--- src/rtl/fes_pkg.sv ---
// Shared encodings for the flash erase sequencer.
// Assumes: byte-wide flash, erase command byte is repeated twice.
package fes_pkg;

    typedef enum logic [2:0] {
        SEQ_IDLE,
        SEQ_RAMP,
        SEQ_CMD1,
        SEQ_CMD2,
        SEQ_POLL,
        SEQ_VERIFY
    } seq_state_t;

    typedef enum logic [2:0] {
        BUS_IDLE,
        BUS_WSETUP,
        BUS_WLOW,
        BUS_WHOLD,
        BUS_READ
    } bus_state_t;

    localparam logic [7:0] ERASE_CMD   = 8'h30;
    localparam logic [7:0] ERASED_BYTE = 8'hFF;

endpackage

--- src/rtl/fes_cycle_timer.sv ---
// Down-counting cycle timer.
// Does: loads a count, decrements once per cycle, flags when it reaches zero.
// Assumes: load has priority over counting; a zero load reads expired at once.
module fes_cycle_timer #(
    parameter int CNT_W = 16
) (
    input  logic             clk,
    input  logic             rst_n,
    input  logic             load_i,
    input  logic [CNT_W-1:0] value_i,
    output logic             expired_o
);

    logic [CNT_W-1:0] count_q;

    // Load or count down toward zero.
    always_ff @(posedge clk) begin
        if (!rst_n) begin
            count_q <= '0;
        end else if (load_i) begin
            count_q <= value_i;
        end else if (count_q != '0) begin
            count_q <= count_q - 1'b1;
        end
    end

    assign expired_o = (count_q == '0);

endmodule

--- src/rtl/fes_bus_engine.sv ---
// Flash bus cycle engine.
// Does: runs one write or one read cycle per request. A write drives address
//   and data for a setup phase, holds the strobe low, then keeps both for a
//   hold phase. A read holds output enable low and samples data at the end.
// Assumes: requests arrive only while idle; every phase length is at least 1.
module fes_bus_engine
    import fes_pkg::*;
#(
    parameter int ADDR_W  = 6,
    parameter int T_SETUP = 2,
    parameter int T_PULSE = 3,
    parameter int T_HOLD  = 2,
    parameter int T_READ  = 3
) (
    input  logic              clk,
    input  logic              rst_n,
    input  logic              req_i,
    input  logic              req_wr_i,
    input  logic [ADDR_W-1:0] req_addr_i,
    input  logic [7:0]        req_wdata_i,
    output logic              ack_o,
    output logic [7:0]        rdata_o,
    output logic [ADDR_W-1:0] fl_addr_o,
    output logic [7:0]        fl_dq_o,
    output logic              fl_dq_oe_o,
    input  logic [7:0]        fl_dq_i,
    output logic              fl_we_n_o,
    output logic              fl_oe_n_o
);

    localparam int MAX_WA = (T_SETUP > T_PULSE) ? T_SETUP : T_PULSE;
    localparam int MAX_WB = (T_HOLD > T_READ) ? T_HOLD : T_READ;
    localparam int MAX_PH = (MAX_WA > MAX_WB) ? MAX_WA : MAX_WB;
    localparam int PH_W   = $clog2(MAX_PH + 1);

    bus_state_t        state_q;
    logic [PH_W-1:0]   ph_cnt_q;
    logic [PH_W-1:0]   ph_last;
    logic [ADDR_W-1:0] addr_q;
    logic [7:0]        wdata_q;
    logic [7:0]        rdata_q;
    logic              ack_q;

    // Last count value of the current phase.
    always_comb begin
        case (state_q)
            BUS_WSETUP: ph_last = PH_W'(T_SETUP - 1);
            BUS_WLOW:   ph_last = PH_W'(T_PULSE - 1);
            BUS_WHOLD:  ph_last = PH_W'(T_HOLD - 1);
            BUS_READ:   ph_last = PH_W'(T_READ - 1);
            default:    ph_last = '0;
        endcase
    end

    // Phase sequencing, request capture and read-data sampling.
    always_ff @(posedge clk) begin
        if (!rst_n) begin
            state_q  <= BUS_IDLE;
            ph_cnt_q <= '0;
            addr_q   <= '0;
            wdata_q  <= '0;
            rdata_q  <= '0;
            ack_q    <= 1'b0;
        end else begin
            ack_q <= 1'b0;
            if (state_q == BUS_IDLE) begin
                ph_cnt_q <= '0;
                if (req_i) begin
                    addr_q  <= req_addr_i;
                    wdata_q <= req_wdata_i;
                    state_q <= req_wr_i ? BUS_WSETUP : BUS_READ;
                end
            end else if (ph_cnt_q != ph_last) begin
                ph_cnt_q <= ph_cnt_q + 1'b1;
            end else begin
                ph_cnt_q <= '0;
                case (state_q)
                    BUS_WSETUP: state_q <= BUS_WLOW;
                    BUS_WLOW:   state_q <= BUS_WHOLD;
                    BUS_WHOLD: begin
                        state_q <= BUS_IDLE;
                        ack_q   <= 1'b1;
                    end
                    BUS_READ: begin
                        state_q <= BUS_IDLE;
                        rdata_q <= fl_dq_i;
                        ack_q   <= 1'b1;
                    end
                    default: state_q <= BUS_IDLE;
                endcase
            end
        end
    end

    assign ack_o      = ack_q;
    assign rdata_o    = rdata_q;
    assign fl_addr_o  = addr_q;
    assign fl_dq_o    = wdata_q;
    assign fl_dq_oe_o = (state_q == BUS_WSETUP) || (state_q == BUS_WLOW) ||
                        (state_q == BUS_WHOLD);
    assign fl_we_n_o  = (state_q != BUS_WLOW);
    assign fl_oe_n_o  = (state_q != BUS_READ);


    strobe_excl_chk: assert property (@(posedge clk) disable iff (!rst_n)
        !(!fl_we_n_o && !fl_oe_n_o));


    wr_hold_drive_chk: assert property (@(posedge clk) disable iff (!rst_n)
        $rose(fl_we_n_o) |-> (fl_dq_oe_o && $stable(fl_dq_o) && $stable(fl_addr_o)));

endmodule

--- src/rtl/fes_seq_ctrl.sv ---
// Erase sequence controller.
// Does: supply enable and ramp wait, two command writes, bit-7 polling with a
//   cycle budget, full-array FFh readback, then result reporting.
// Assumes: one bus request is outstanding at most; the bus engine acks each.
module fes_seq_ctrl
    import fes_pkg::*;
#(
    parameter int ADDR_W = 6,
    parameter int CNT_W  = 16
) (
    input  logic              clk,
    input  logic              rst_n,
    input  logic              start_i,
    input  logic [CNT_W-1:0]  ramp_cycles_i,
    input  logic [CNT_W-1:0]  poll_limit_i,
    output logic              tmr_load_o,
    output logic [CNT_W-1:0]  tmr_value_o,
    input  logic              tmr_expired_i,
    output logic              bus_req_o,
    output logic              bus_wr_o,
    output logic [ADDR_W-1:0] bus_addr_o,
    output logic [7:0]        bus_wdata_o,
    input  logic              bus_ack_i,
    input  logic [7:0]        bus_rdata_i,
    output logic              vpp_en_o,
    output logic              busy_o,
    output logic              done_o,
    output logic              pass_o,
    output logic              timeout_o,
    output logic [ADDR_W-1:0] fail_addr_o
);

    localparam logic [ADDR_W-1:0] LAST_ADDR = '1;

    seq_state_t        state_q;
    logic              wait_ack_q;
    logic [ADDR_W-1:0] cur_addr_q;
    logic              vpp_q;
    logic              done_q;
    logic              pass_q;
    logic              tmo_q;
    logic [ADDR_W-1:0] fail_addr_q;
    logic              bus_phase;

    assign bus_phase = (state_q == SEQ_CMD1) || (state_q == SEQ_CMD2) ||
                       (state_q == SEQ_POLL) || (state_q == SEQ_VERIFY);

    // Timer load: ramp count at start, poll budget once commands are sent.
    always_comb begin
        tmr_load_o  = 1'b0;
        tmr_value_o = ramp_cycles_i;
        if (state_q == SEQ_IDLE && start_i) begin
            tmr_load_o = 1'b1;
        end else if (state_q == SEQ_CMD2 && wait_ack_q && bus_ack_i) begin
            tmr_load_o  = 1'b1;
            tmr_value_o = poll_limit_i;
        end
    end

    // Bus request decode: one request per bus state visit.
    always_comb begin
        bus_req_o   = bus_phase && !wait_ack_q;
        bus_wr_o    = (state_q == SEQ_CMD1) || (state_q == SEQ_CMD2);
        bus_addr_o  = (state_q == SEQ_VERIFY) ? cur_addr_q : '0;
        bus_wdata_o = ERASE_CMD;
    end

    // Sequence state machine and result registers.
    always_ff @(posedge clk) begin
        if (!rst_n) begin
            state_q     <= SEQ_IDLE;
            wait_ack_q  <= 1'b0;
            cur_addr_q  <= '0;
            vpp_q       <= 1'b0;
            done_q      <= 1'b0;
            pass_q      <= 1'b0;
            tmo_q       <= 1'b0;
            fail_addr_q <= '0;
        end else begin
            done_q <= 1'b0;
            case (state_q)
                SEQ_IDLE: begin
                    if (start_i) begin
                        state_q     <= SEQ_RAMP;
                        vpp_q       <= 1'b1;
                        pass_q      <= 1'b0;
                        tmo_q       <= 1'b0;
                        fail_addr_q <= '0;
                        wait_ack_q  <= 1'b0;
                        cur_addr_q  <= '0;
                    end
                end
                SEQ_RAMP: begin
                    if (tmr_expired_i) state_q <= SEQ_CMD1;
                end
                default: begin
                    if (!wait_ack_q) begin
                        wait_ack_q <= 1'b1;
                    end else if (bus_ack_i) begin
                        wait_ack_q <= 1'b0;
                        case (state_q)
                            SEQ_CMD1: state_q <= SEQ_CMD2;
                            SEQ_CMD2: state_q <= SEQ_POLL;
                            SEQ_POLL: begin
                                if (bus_rdata_i[7]) begin
                                    state_q    <= SEQ_VERIFY;
                                    cur_addr_q <= '0;
                                end else if (tmr_expired_i) begin
                                    state_q <= SEQ_IDLE;
                                    vpp_q   <= 1'b0;
                                    done_q  <= 1'b1;
                                    tmo_q   <= 1'b1;
                                end
                            end
                            SEQ_VERIFY: begin
                                if (bus_rdata_i != ERASED_BYTE) begin
                                    state_q     <= SEQ_IDLE;
                                    vpp_q       <= 1'b0;
                                    done_q      <= 1'b1;
                                    fail_addr_q <= cur_addr_q;
                                end else if (cur_addr_q == LAST_ADDR) begin
                                    state_q <= SEQ_IDLE;
                                    vpp_q   <= 1'b0;
                                    done_q  <= 1'b1;
                                    pass_q  <= 1'b1;
                                end else begin
                                    cur_addr_q <= cur_addr_q + 1'b1;
                                end
                            end
                            default: state_q <= SEQ_IDLE;
                        endcase
                    end
                end
            endcase
        end
    end

    assign vpp_en_o    = vpp_q;
    assign busy_o      = (state_q != SEQ_IDLE);
    assign done_o      = done_q;
    assign pass_o      = pass_q;
    assign timeout_o   = tmo_q;
    assign fail_addr_o = fail_addr_q;


    done_single_chk: assert property (@(posedge clk) disable iff (!rst_n)
        done_o |=> !done_o);


    done_supply_off_chk: assert property (@(posedge clk) disable iff (!rst_n)
        done_o |-> (!vpp_en_o && !busy_o));


    tmo_not_pass_chk: assert property (@(posedge clk) disable iff (!rst_n)
        timeout_o |-> !pass_o);


    result_hold_chk: assert property (@(posedge clk) disable iff (!rst_n)
        (!busy_o && !start_i) |=> ($stable(pass_o) && $stable(timeout_o) && $stable(fail_addr_o)));

endmodule

--- src/rtl/flash_erase_seq.sv ---
// Host flash erase sequencer top.
// Does: ties the sequence controller, its cycle timer and the bus engine.
// Assumes: the programming supply is controlled only through vpp_en_o.
module flash_erase_seq #(
    parameter int ADDR_W  = 6,
    parameter int CNT_W   = 16,
    parameter int T_SETUP = 2,
    parameter int T_PULSE = 3,
    parameter int T_HOLD  = 2,
    parameter int T_READ  = 3
) (
    input  logic              clk,
    input  logic              rst_n,
    input  logic              start_i,
    input  logic [CNT_W-1:0]  ramp_cycles_i,
    input  logic [CNT_W-1:0]  poll_limit_i,
    output logic              vpp_en_o,
    output logic [ADDR_W-1:0] fl_addr_o,
    output logic [7:0]        fl_dq_o,
    output logic              fl_dq_oe_o,
    input  logic [7:0]        fl_dq_i,
    output logic              fl_we_n_o,
    output logic              fl_oe_n_o,
    output logic              busy_o,
    output logic              done_o,
    output logic              pass_o,
    output logic              timeout_o,
    output logic [ADDR_W-1:0] fail_addr_o
);

    logic              tmr_load;
    logic [CNT_W-1:0]  tmr_value;
    logic              tmr_expired;
    logic              bus_req;
    logic              bus_wr;
    logic [ADDR_W-1:0] bus_addr;
    logic [7:0]        bus_wdata;
    logic              bus_ack;
    logic [7:0]        bus_rdata;

    fes_cycle_timer #(.CNT_W(CNT_W)) timer_i (
        .clk       (clk),
        .rst_n     (rst_n),
        .load_i    (tmr_load),
        .value_i   (tmr_value),
        .expired_o (tmr_expired)
    );

    fes_seq_ctrl #(.ADDR_W(ADDR_W), .CNT_W(CNT_W)) ctrl_i (
        .clk           (clk),
        .rst_n         (rst_n),
        .start_i       (start_i),
        .ramp_cycles_i (ramp_cycles_i),
        .poll_limit_i  (poll_limit_i),
        .tmr_load_o    (tmr_load),
        .tmr_value_o   (tmr_value),
        .tmr_expired_i (tmr_expired),
        .bus_req_o     (bus_req),
        .bus_wr_o      (bus_wr),
        .bus_addr_o    (bus_addr),
        .bus_wdata_o   (bus_wdata),
        .bus_ack_i     (bus_ack),
        .bus_rdata_i   (bus_rdata),
        .vpp_en_o      (vpp_en_o),
        .busy_o        (busy_o),
        .done_o        (done_o),
        .pass_o        (pass_o),
        .timeout_o     (timeout_o),
        .fail_addr_o   (fail_addr_o)
    );

    fes_bus_engine #(
        .ADDR_W (ADDR_W),
        .T_SETUP(T_SETUP),
        .T_PULSE(T_PULSE),
        .T_HOLD (T_HOLD),
        .T_READ (T_READ)
    ) bus_i (
        .clk         (clk),
        .rst_n       (rst_n),
        .req_i       (bus_req),
        .req_wr_i    (bus_wr),
        .req_addr_i  (bus_addr),
        .req_wdata_i (bus_wdata),
        .ack_o       (bus_ack),
        .rdata_o     (bus_rdata),
        .fl_addr_o   (fl_addr_o),
        .fl_dq_o     (fl_dq_o),
        .fl_dq_oe_o  (fl_dq_oe_o),
        .fl_dq_i     (fl_dq_i),
        .fl_we_n_o   (fl_we_n_o),
        .fl_oe_n_o   (fl_oe_n_o)
    );


    wr_supply_on_chk: assert property (@(posedge clk) disable iff (!rst_n)
        !fl_we_n_o |-> vpp_en_o);

endmodule

--- config.mk ---
export PLATFORM = sky130hd
export DESIGN_NAME = flash_erase_seq
export DESIGN_NICKNAME = d
export VERILOG_FILES = /design/src/rtl/fes_pkg.sv /design/src/rtl/fes_cycle_timer.sv /design/src/rtl/fes_bus_engine.sv /design/src/rtl/fes_seq_ctrl.sv /design/src/rtl/flash_erase_seq.sv
export SDC_FILE = /design/constraint.sdc
export NUM_CORES = 1
export LEC_CHECK = 0
export ABC_AREA = 1
export BUFFER_PORTS_ARGS = -buffer_cell sky130_fd_sc_hd__buf_2
export CAP_MARGIN = 25
export CORE_UTILIZATION = 60
export DETAILED_ROUTE_END_ITERATION = 8
export HOLD_SLACK_MARGIN = 0.05
export PLACE_DENSITY = 0.85
export SLEW_MARGIN = 20
export SYNTH_ARGS = -nofsm -noshare
export SYNTH_HDL_FRONTEND = slang
export SYNTH_HIERARCHICAL = 1
export SYNTH_SLANG_ARGS = --single-unit
--- constraint.sdc ---
create_clock -name clk -period 4 [get_ports clk]
set_input_delay 0.4 -clock clk [delete_from_list [all_inputs] [get_ports clk]]
set_output_delay 0.4 -clock clk [all_outputs]
set_load 0.01 [all_outputs]
* Yosys cells after proc, flatten, opt, wreduce, memory -nomap -nowiden
Index checks and enable logic that the tools add are counted.
** Operators by class
- Reduce and logical (&&, ||, !) cells :: 42
- Multiplexer cells :: 67
- Bitwise operators :: 6
- Magnitude comparators :: 0
- Add/sub/neg operators :: 3
- Shift operators :: 0
- Equal/unequal tests :: 28
- Divide/modulo/power cells :: 0
- Multiply operators :: 0
** Operators with widths (number)
- $mux 6 :: 11
- $mux 16 :: 4
- $mux 3 :: 12
- $pmux 6 s2 :: 3
- $mux 1 :: 27
- $logic_not 16->1 :: 1
- $reduce_and 8->1 :: 2
- $reduce_bool 16->1 :: 1
- $reduce_bool 2->1 :: 8
- $sub 16x1->16 const B :: 1
- $ne 3x2->1 const B :: 5
- $reduce_and 7->1 :: 2
- $eq 3x2->1 const B :: 4
- $pmux 1 s2 :: 6
- $pmux 3 s4 :: 1
- $reduce_and 6->1 :: 2
- $reduce_bool 3->1 :: 4
- $eq 3x3->1 const B :: 3
- $ne 2x1->1 const B :: 4
- $ne 8x8->1 const B :: 1
- $pmux 2 s2 :: 2
- $add 6x1->6 const B :: 1
- $eq 3x1->1 const B :: 2
- $eq 6x6->1 const B :: 1
- other kinds (18) :: 38
** Word-level totals
- Memories :: 0
- Register bits after elaboration :: 57
- Memory bits (read-only) :: 0
- Bits in writable memories :: 0
- Bits in latches :: 0
- Word-level logic and storage cells :: 161

* Depth between registers and ports, before layout
- Depth after elaboration :: 7
- Gate-level depth with buffers :: 12
- Gate-level depth less buffers :: 12

* Modules after synthesis
The synthesis kept the hierarchy.
** By module, submodules not included
- fes_seq_ctrl :: area each 1488.9 sq um, times used 1, cells an instance 228
- fes_bus_engine :: area each 1137.3 sq um, times used 1, cells an instance 146
- fes_cycle_timer :: area each 1114.8 sq um, times used 1, cells an instance 180

* Worst setup path before layout
OpenSTA, ideal clock, no wires.
- Path kind :: register to register
- Start :: register ctrl_i.state_q[0]
- End :: register timer_i.count_q[2]
- Path slack :: 2243 ps
- Stages on the path, launching flop included :: 10
- Library setup time :: 128 ps
- Buffers on the path :: 2
- Data required time :: 3872 ps
- Arrival :: 1630 ps
- Path through :: dfxtp_1 -> inv_2 -> nor3_2 -> nand2_2 -> buf_6 -> nand2_1 -> clkbuf_1 -> nor2_1 -> a22oi_1 -> nor2_1
** On the way
- Word-level cells in the longest chain between the ends :: 6
** Ends and longest elaborated chain
- start, declared :: RTL line fes_seq_ctrl.sv:35 : seq_state_t state_q;
- start signal, assigned :: RTL line fes_seq_ctrl.sv:71 : state_q <= SEQ_IDLE;
- start signal, assigned :: RTL line fes_seq_ctrl.sv:84 : state_q <= SEQ_RAMP;
- start signal, assigned :: RTL line fes_seq_ctrl.sv:94 : if (tmr_expired_i) state_q <= SEQ_CMD1;
- $eq 3x2->1 :: RTL line fes_seq_ctrl.sv:54 : end else if (state_q == SEQ_CMD2 && wait_ack_q && bus_ack_i) begin
- $logic_and 1x1->1 (2 in a row) :: RTL line fes_seq_ctrl.sv:54
- $mux 1 :: RTL line fes_seq_ctrl.sv:54
- $mux 1 * :: RTL line fes_seq_ctrl.sv:52 : if (state_q == SEQ_IDLE && start_i) begin
- via tmr_load :: RTL line flash_erase_seq.sv:31 : logic tmr_load;
- $mux 16 or $reduce_bool 2->1 (tied branches)
- end signal, assigned :: RTL line fes_cycle_timer.sv:21 : count_q <= value_i;
- end signal, assigned :: RTL line fes_cycle_timer.sv:23 : count_q <= count_q - 1'b1;
- end, declared :: RTL line fes_cycle_timer.sv:14 : logic [CNT_W-1:0] count_q;
The timed path passes the listed nets; every way through them passes the cells marked *.
A chain may end at the register's enable or synchronous reset.

* Worst setup path after layout
- Start :: register ctrl_i.state_q[1]
- End :: register timer_i.count_q[0]
The elaborated chain is that of the path after synthesis.

==> impl_summary.log <==
INFO  metric max-slew-margin-rel = around half
INFO  metric fin_cells = 702
INFO  metric cts_root_buffer = clkbuf_8
INFO  metric via_count = 3,628
INFO  metric postCtsSetupRepairBufs = 0
INFO  metric route.detailed.wl_per_inst = 12.3 um
INFO  metric post_route_drc_violation_count = 0
INFO  metric synth-edff-count = 0
INFO  metric route.detailed.vias_per_inst = ~5.2
INFO  metric worstSetupEndpointType = flip-flop
INFO  metric worstSkewPairLatency = 340 ps
INFO  metric synth_top_family_by_area = simple AND/OR/NAND/NOR gates
INFO  metric ys_warn_count = 6
INFO  metric area_of_the_die = 6550 um^2
INFO  metric detail-route-antenna-nets = 0
INFO  metric static-leakage-power = 2.05 nW
INFO  metric wire_length_of_the_first_global_routing_pass = 14,000 um
INFO  metric placed_cells_incl_taps = around 690
INFO  metric status = complete, no violations
INFO  metric synth_simple_gate_area_share = 39.7%
INFO  metric synth_area = 3740 um^2
INFO  metric synth-adder-area-share = 0.669%
INFO  metric slew_worst_pin = 770 ps
INFO  metric timing.critical_path.arrival = 2870 ps
INFO  metric clk_transition_reported_paths = 70 ps
INFO  metric final.setup_skew = approximately 12 ps
INFO  metric highest_layer = met4
INFO  metric post_synthesis_mean_instance_area = around 6.8 um^2
INFO  metric gpl_congestion = 0.918
INFO  metric tritoncts_num_sinks = 64
INFO  metric syn_inst = 554
INFO  metric drt_iter0_markers = about 200
INFO  metric drt-met1-wl = approximately 3800 um
INFO  metric worst-setup-path-type = reg -> reg
INFO  metric quantity_of_hold_fixing_buffers_added_after_cts = 0
INFO  metric htree_num_levels = 3
INFO  metric detailedRoute.firstPassIterationCount = 4
INFO  metric maxCapViolations = 0
INFO  metric number_of_global_route_vias_before_repair = approximately 3,300
INFO  metric setup_total_negative_slack = 0 ps
INFO  metric final_setup_violation_count = 0
INFO  metric post-route-min-period = around 2600 ps
INFO  metric critPathLaunchType = flip-flop
INFO  metric die_x = 81.0 um
INFO  metric highest_clock_rate = 0.382 GHz
INFO  metric cts.path.max_buffers = 2
INFO  metric grt_start_max_net_pins = 24
INFO  metric synth_compound_gate_area_share = 8.29%
INFO  metric ios = 71
INFO  metric post_cts_resize_count = 0
INFO  metric initial_utilization = 62.8%
INFO  metric placeable_core_area = 5960 um^2
INFO  metric cp.required = about 4300 ps
INFO  metric synth_xor_area_share = under 10%
INFO  metric synthMuxAreaShare = approximately 5.7%
INFO  metric final_layout_size_suffix_gt1_share = 22.3%
INFO  metric area_growth = 13.7%
INFO  metric overflow = 0
INFO  metric multi_input_comb_area = ~2100 um^2
INFO  metric wl_met2 = 4320 um
INFO  metric io_buffers = 70
INFO  metric area_of_all_sequential_standard_cells = around 1300 um^2
INFO  metric critical_path.cell_chain = inv_2 -> nor3_2 -> nand2_2 -> nand2_1 -> inv_2 -> nand3_2 -> nand2_1 -> a21oi_1
INFO  metric final_hold_viol_count = 0
INFO  metric postSynth.topFlopCell = dfxtp_1
INFO  metric critPathSlowestCell = nand2_1
INFO  metric synthArstFlopShare = 0%
INFO  metric min-delay-path-class = in -> reg
INFO  metric antenna-diode-count = 0
INFO  metric floorplan.rows = 28
INFO  metric vdd_ir_drop_max = 0.568 mV
INFO  metric tritoncts = built
INFO  metric design_power_total = around 3.2 mW
INFO  metric pwr_density_cell = 760 nW/um^2
INFO  metric ys_seq_elements = 64
INFO  metric dp_hpwl = between 6000 and 7000 um
INFO  metric slew_viol_final = 0
INFO  metric final.fill_count = approximately 510
INFO  metric antenna_found_initial = 0
INFO  metric detail_route.wirelength = ~8600 um
INFO  metric synth.yosys.seq_area_share = about 34%
INFO  metric synth_cell_type_count = 34
INFO  metric cts_buffer_count = 9
INFO  metric finalNetCount = 667
INFO  metric met3_wirelength = 425 um
INFO  metric critPathMaxFanout = 23
INFO  metric cpPeakStageDelay = about 700 ps
INFO  metric unrepaired_setup_endpoints_after_global_routing = no
INFO  metric die-height = 81.0 um
INFO  metric grt.total_usage = 27.9%
INFO  metric part_of_the_cycle_the_worst_path_needs = 65.4%
==> cells in the final DEF (no fill, tap or decap), drive strengths merged <==
cell	instances
a21oi	37
a22oi	1
buf	70
clkbuf	10
clkinv	7
clkinvlp	1
conb	8
dfxtp	64
ha	2
inv	58
mux2	16
nand2	166
nand3	39
nand4	11
nor2	99
nor3	5
nor4	1
o211ai	1
o21ai	22
or2	1
xnor2	4
xor2	4
==> kinds of logic after synthesis <==
logic type | Yosys count
buffers and inverters | 79
AOI/OAI and AO/OA | 61
DFF | 64
xor gates and xnor gates | 8
and+or+nand+nor | 322
other | 2
muxes | 16
adders and majority gates | 2
==> per-layer routing <==
| metal | GRT usage [%] | vias up |
|---|---|---|
| met5 | 0 | - |
| met1 | 31.4 | 1634 |
| met2 | 50.0 | 112 |
| met4 | 10.7 | 0 |
| li1 | - | 1870 |
| met3 | 7.08 | 12 |
==> state kept, by name, summed over array words and instances, names as in the netlist <==
register,count
bus_i/ack_o,1
timer_i/count_q,16
bus_i/ph_cnt_q,2
ctrl_i/pass_o,1
ctrl_i/cur_addr_q,6
ctrl_i/timeout_o,1
bus_i/fl_addr_o,6
bus_i/state_q,3
ctrl_i/state_q,3
ctrl_i/fail_addr_o,6
ctrl_i/done_o,1
ctrl_i/vpp_en_o,1
bus_i/fl_dq_o,8
ctrl_i/wait_ack_q,1
bus_i/rdata_o,8
==> metrics by stage <==
| stage | setup WS (ps) | hold WS, ps | cell area [um^2] | util [%] |
|---|---|---|---|---|
| final | 1380 | 323 | 4250 | 71.4 |
| after global routing | 1150 | 322 | 4250 | 71.4 |
| after CTS | 1430 | 314 | 4250 | 71.4 |
| after detailed placement | 1450 | 455 | 4090 | 68.7 |
| after global placement | 1550 | 440 | 4090 | 68.7 |
| after floorplan | 2240 | 426 | 3760 | - |
==> synth_stat cells, types with 2 or more instances <==
master    count  area [um^2]
nand2_1     154          578
nor2_1       89          334
dfxtp_1      64         1280
inv_1        49          184
a21oi_1      37          185
nand3_1      36          180
o21ai_0      22          110
inv_2         9         33.8
mux2_4        9          135
nand4_1       9         56.3
buf_4         8         60.1
clkbuf_1      7         26.3
mux2_2        7         78.8
nand2_2       7         43.8
nand2_4       5         56.3
nor2_4        5         56.3
xnor2_1       4         35.0
xor2_1        4         35.0
nand3_2       3         30.0
nor2_2        3         18.8
nor3_1        3         15.0
buf_2         2         10.0
buf_6         2         22.5
conb_1        2         7.51
ha_1          2         25.0
nand4_4       2         42.5
nor2_8        2         40.0
nor3_2        2         20.0
==> layout make-up <==
type                    instances  share of cell area [%]
multi-input cells             417                    50.2
repair buffers                 70                    8.24
well taps                      75                    2.21
clock buffers                  10                    3.00
flip-flops and latches         64                    30.1
inverters                      60                    5.41
clock inverters                 6                   0.853
==> critical path: cells and delay by family (launching register included) <==
| family | cells | cell delay (ps) |
|---|---|---|
| AOI/OAI and AO/OA | 1 | 140 |
| buffers and inverters | 2 | 360 |
| DFF | 1 | 470 |
| and+or+nand+nor | 5 | 1570 |
==> final timing paths <==
| kind | startpoint | cells past startpoint | to | slack, ps |
|---|---|---|---|---|
| worst max-delay path | ctrl_i/state_q[1] | 8 | timer_i/count_q[0] | 1380 |
| worst min-delay path | fl_dq_i[0] | 3 | bus_i/rdata_o[0] | 320 |
| worst max register to register | ctrl_i/state_q[1] | 8 | timer_i/count_q[0] | 1380 |
| worst min register to register | bus_i/fl_dq_o[0] | 2 | bus_i/fl_dq_o[0] | 460 |
==> power by group <==
group	internal [mW]	switching [mW]
Combinational	0.595	1.20
Clock	0.221	0.248
Sequential	0.807	0.167
Total	1.62	1.61
(Power assumes the default switching activity.)
